File: src/rtl/door_lock_pkg.sv
package door_lock_pkg;
  localparam int unsigned DEF_DOORS = 3;
  localparam int unsigned DEF_LIMIT = 2;
endpackage

File: src/rtl/door_history.sv
module door_history #(
  parameter int unsigned N_DOORS = door_lock_pkg::DEF_DOORS
) (
  input  logic               clk,
  input  logic               rst,
  input  logic               rec_en,
  input  logic [N_DOORS-1:0] door_open,
  output logic [N_DOORS-1:0] tried
);
  for (genvar i = 0; i < N_DOORS; i++) begin : g_flag
    always_ff @(posedge clk) begin
      if (rst) begin
        tried[i] <= 1'b0;
      end else if (rec_en && door_open[i]) begin
        tried[i] <= 1'b1;
      end
    end
  end
endmodule

File: src/rtl/lock_decide.sv
module lock_decide #(
  parameter int unsigned N_DOORS   = door_lock_pkg::DEF_DOORS,
  parameter int unsigned TRY_LIMIT = door_lock_pkg::DEF_LIMIT
) (
  input  logic [N_DOORS-1:0] tried,
  output logic               frozen,
  output logic [N_DOORS-1:0] lock
);
  localparam int unsigned CNT_W = $clog2(N_DOORS + 1);
  localparam logic [CNT_W-1:0] LIMIT_C = CNT_W'(TRY_LIMIT);

  logic [CNT_W-1:0] n_tried;

  always_comb begin
    n_tried = '0;
    for (int i = 0; i < N_DOORS; i++) begin
      n_tried = n_tried + CNT_W'(tried[i]);
    end
  end

  assign frozen = (n_tried >= LIMIT_C);
  assign lock   = frozen ? ~tried : '0;
endmodule

File: src/rtl/door_lock_ctrl.sv
module door_lock_ctrl #(
  parameter int unsigned N_DOORS   = door_lock_pkg::DEF_DOORS,
  parameter int unsigned TRY_LIMIT = door_lock_pkg::DEF_LIMIT
) (
  input  logic               clk,
  input  logic               rst,
  input  logic [N_DOORS-1:0] door_open,
  output logic [N_DOORS-1:0] door_lock
);
  logic [N_DOORS-1:0] tried;
  logic               frozen;

  door_history #(.N_DOORS(N_DOORS)) u_hist (
    .clk      (clk),
    .rst      (rst),
    .rec_en   (!frozen),
    .door_open(door_open),
    .tried    (tried)
  );

  lock_decide #(.N_DOORS(N_DOORS), .TRY_LIMIT(TRY_LIMIT)) u_dec (
    .tried (tried),
    .frozen(frozen),
    .lock  (door_lock)
  );
endmodule

File: config.mk
export PLATFORM = sky130hd
export DESIGN_NAME = door_lock_ctrl
export DESIGN_NICKNAME = d
export VERILOG_FILES = /design/src/rtl/door_lock_pkg.sv /design/src/rtl/door_history.sv /design/src/rtl/lock_decide.sv /design/src/rtl/door_lock_ctrl.sv
export SDC_FILE = /design/constraint.sdc
export NUM_CORES = 1
export LEC_CHECK = 0
export CAP_MARGIN = 25
export CORE_AREA = 4 4 41 43
export DETAILED_ROUTE_END_ITERATION = 7
export DIE_AREA = 0 0 45 47
export GPL_ROUTABILITY_DRIVEN = 0
export PLACE_DENSITY = 0.35
export SYNTH_ARGS = -nofsm -noshare
export SYNTH_HDL_FRONTEND = slang
export SYNTH_SLANG_ARGS = --single-unit
export TNS_END_PERCENT = 10
File: constraint.sdc
create_clock -name clk -period 1.35 [get_ports clk]
set_clock_uncertainty 0.05 [all_clocks]
set_input_delay 0.27 -clock clk [delete_from_list [all_inputs] [get_ports clk]]
set_output_delay 0.27 -clock clk [all_outputs]
set_load 0.1 [all_outputs]
Word level (Yosys, flattened, before mapping)
Index checks and enable logic that the tools add are counted.
- register bits after elaboration: 3
- input port bits: 5
- output and inout port bits: 3
- logic and storage cells: 12
- add/sub/neg operators: 2
- order comparisons: 1
- multiplexer cells: 1
- bitwise gates (word level): 1
- reductions and logical operators: 4
- operators with widths (operator ; number):
    $logic_and 1x1->1 ; 3
    $mux 3 ; 1
    $not 3->3 ; 1
    $add 1x1->2 ; 1
    $add 2x1->2 ; 1
    $ge 2x2->1 const B ; 1
    $logic_not 1->1 ; 1

Longest topological paths before layout
- word-level depth: 5
- depth in mapped cells: 3
- mapped depth without buffers: 3

Modules after synthesis
From an unflattened synthesis, not the netlist that was laid out.
- cell total of the unflattened synthesis: 16
- area, all modules: 131.4 µm²
- by module, submodules not included (module ; times used ; cells an instance ; area an instance (µm²) ; sequential area each (µm²)):
    door_history ; 1 ; 9 ; 86.3 ; 60.1
    lock_decide ; 1 ; 6 ; 41.3 ; 0.0
    door_lock_ctrl ; 1 ; 1 ; 3.8 ; 0.0

Worst setup path after synthesis
OpenSTA, ideal clock, no wires.
- path type: reg2out
- start: register u_hist.tried[0]
- end: output port door_lock[0]
- arrival time: 1.917 ns
- required time: 1.030 ns
- slack: -0.887 ns
- stages on the path, launching flop included: 4
- buffers on the path: 0
- cell sequence: dfxtp_1 > ha_1 > a21oi_1 > nor2_1
- word-level cells in the longest chain between the ends: 4
- elaborated cells between the ends (all ways): 5
- those cells by class: add/sub: 2; order compare: 1; mux: 1; bitwise: 1
- ends and longest elaborated chain (element ; line ; RTL):
    start, declared ; door_history.sv:8 ; output logic [N_DOORS-1:0] tried
    start signal, assigned by index ; door_history.sv:13 ; tried[i] <= 1'b0;
    start signal, assigned by index ; door_history.sv:15 ; tried[i] <= 1'b1;
    $add 1x1->2 ; lock_decide.sv:17 ; n_tried = n_tried + CNT_W'(tried[i]);
    $add 2x1->2 ; lock_decide.sv:17 ;
    $ge 2x2->1 ; lock_decide.sv:21 ; assign frozen = (n_tried >= LIMIT_C);
    $mux 3 (*) ; lock_decide.sv:22 ; assign lock = frozen ? ~tried : '0;
    end, declared ; door_lock_ctrl.sv:8 ; output logic [N_DOORS-1:0] door_lock
Every way passes the cells marked *; elsewhere a longest branch is shown, timed or not.

Final worst setup path
- start: register u_hist.tried[2]
- end: output port door_lock[2]
- word-level cells in the longest chain between the ends: 3
- elaborated cells between the ends (all ways): 4
- those cells by class: add/sub: 1; order compare: 1; mux: 1; bitwise: 1
- ends and longest elaborated chain (element ; line):
    $add 2x1->2 ; lock_decide.sv:17
    $ge 2x2->1 ; lock_decide.sv:21
    $mux 3 (*) ; lock_decide.sv:22
Marks and branches as above.

==> out/metrics.csv <==
metric;value;unit
fin crit share;1.13;
overall die area;2120;um^2
Max-slew headroom;0.871;
fin nets;38;
gr usage total;0.0410;
FMAX;654;MHz
Max Cap Violations;0;
fill count;143;
IO Pins;8;
Largest Register;u_hist.tried;
cells along the critical path;ha_4 -> a21oi_4 -> nor2_4 -> buf_12;
Hold Fails Final Rpt;0;
Chip Width;45;um
min cycle time layout;1.53;ns
first-pass GRT wire length;552;um
CTS Hold Bufs;0;
number of synthesized register bits;3;
Crit. End Element;output pin;
Post-Syn Area;149;um^2
Crit path required time;1.03;ns
crit-path max FO;2;
Slew @ Worst Pin;0.193;ns
Pwr per Cell Area;1520;nW/um^2
crit path capture;door_lock[2];
ANT cells;0;
Leakage;0.146;nW
Syn Nets;24;
Worst setup SP type;register;
outcome;finished with violations;
Post-CTS Setup Inserts;0;
crit-path max cell delay;0.32;ns
R2R cell count;3;
Slew Limit Fails;0;
Detailed Route Iter0 Violations;2;
drt via density;3.33;
largest net degree at the start of global routing;6;
DR DRC count;0;
share of cells above drive strength 1;0.484;
Synth Warn #;0;
r2r setup slk;0.35;ns
die height;47;um
vias in the first global route;150;
Final setup viols;3;
ANT nets after route;0;
Core Region;1300;um^2
library cells used by synthesis;9;
RSZ-0062 raised after global routing;yes;
area grow syn2layout;135;%
Worst Setup Slack, final;-0.179;ns
CTS Buf Count;3;
Hold Path Class;reg -> reg;
CTS Root Cell;clkbuf_4;
DR pass1 iterations;2;
clk_lat worst skew;0.23;ns
RR Endpoint;u_hist.tried[2];
PortBufs;7;
max FFs per register;3;
CTS sink cnt;3;
gate count of the mapped netlist;18;
top flop regs;u_hist.tried x3;
r2r startpoint;u_hist.tried[2];
GRT overflow;0;
worst slack, placed;0.0285;ns
violated checks;negative setup slack;
Peak VDD IR;0.552;mV
Initial Util;0.114;
CTS tree;built;
# rows;13;
WL/cell;7.67;um
post-cts resize count;0;
Max stage delay cell, worst path;dfxtp_2;
crit path DAT;1.21;ns
clock tree buffer depth;2;
CP startpoint;u_hist.tried[2];
WHS;0.463;ns
Worst-path clk slew;0.04;ns
CP Class;reg -> out;
DR vias;153;
H-tree depth;1;
post-synthesis area per instance;8.27;um^2
initial antenna violation count;0;
sequential fraction of the synthesis area;0.403;
WL final;353;um
[how the worst min path moves through the flow]
stage,start,endpoint,slack (ns),cells past startpoint
3_5_place_dp,u_hist.tried[1],u_hist.tried[1],0.46,2
5_1_grt,u_hist.tried[1],u_hist.tried[1],0.49,2
4_1_cts,u_hist.tried[1],u_hist.tried[1],0.47,2
3_3_place_gp,u_hist.tried[1],u_hist.tried[1],0.45,2
6_report,u_hist.tried[1],u_hist.tried[1],0.46,2
2_1_floorplan,rst,u_hist.tried[1],0.29,1
[cells by family after synthesis]
group                      count (synthesis)  share of synthesized area
buffers and inverters                      3                     0.0756
and+or+nand+nor                            6                      0.235
DFF                                        3                      0.403
AOI/OAI and AO/OA                          5                      0.202
adders and majority gates                  1                     0.0840
[cell usage in the layout, fill, tap and decap left out]
master,n
a21o_1,1
a21oi_1,1
a21oi_4,1
and2b_2,1
buf_12,3
buf_4,2
clkbuf_1,1
clkbuf_4,3
clkdlybuf4s50_1,4
dfxtp_1,1
dfxtp_2,2
ha_4,1
inv_1,3
nand2b_1,3
nor2_4,2
o22ai_1,2
[repair_timing]
item	4_1_cts	5_1_grt
setup endpoints to repair	3	3
hold endpoints to repair	0	0
pin swaps	2	0
[routing by layer]
| layer | share of wire | vias to the layer above | GRT usage | routed length [um] |
|---|---|---|---|---|
| met5 | 0 | - | 0 | 0 |
| li1 | - | 86 | - | - |
| met4 | 0 | 0 | 0.0702 | 0 |
| met1 | 0.45 | 60 | 0.0384 | 159 |
| met2 | 0.44 | 7 | 0.0565 | 156 |
| met3 | 0.10 | 0 | 0.0115 | 37 |
[cells in the mapped netlist]
master    n  area share
o22ai_1   2       0.084
dfxtp_1   3        0.40
and2b_2   1       0.059
a21oi_1   2       0.067
a21o_1    1       0.050
ha_1      1       0.084
nand2b_1  3        0.13
inv_1     3       0.076
nor2_1    2       0.050
[critical path, delay by kind of cell (launching register included)]
kind,cells,cell delay (ns)
AO/OA/AOI/OAI,1,0.19
flip-flops,1,0.32
buffers and inverters,1,0.16
adder cells (fa/ha/maj),1,0.24
AND/OR/NAND/NOR,1,0.05
[report_power, final]
part,leakage (nW),switching (W),internal (W),total (W)
Clock,0.0150,0.0000455,0.000111,0.000156
Combinational,0.106,0.000147,0.000112,0.000260
Sequential,0.0255,0.0000131,0.000103,0.000116
[stage by stage]
| stage | instances | utilization | cell area, um^2 | setup TNS [ns] | power (W) |
|---|---|---|---|---|---|
| floorplan | 18 | - | 190 | -0.269 | 0.000289 |
| global placement | 42 | 0.249 | 324 | 0 | 0.000382 |
| detailed placement | 42 | 0.249 | 324 | 0 | 0.000382 |
| CTS | 46 | 0.269 | 350 | -0.488 | 0.000547 |
| global route | 46 | 0.269 | 350 | -0.543 | 0.000560 |
| finish | 46 | 0.269 | 350 | -0.432 | 0.000532 |
[area by class of cell]
cell class              instances  area, um^2  share of cell area
inverters                       3        11.3              0.0321
well taps                      15        18.8              0.0536
repair buffers                  9         115               0.329
clock buffers                   4        26.3              0.0750
multi-input cells              12         116               0.332
flip-flops and latches          3        62.6               0.179
Power figures use the tool's default switching activity.
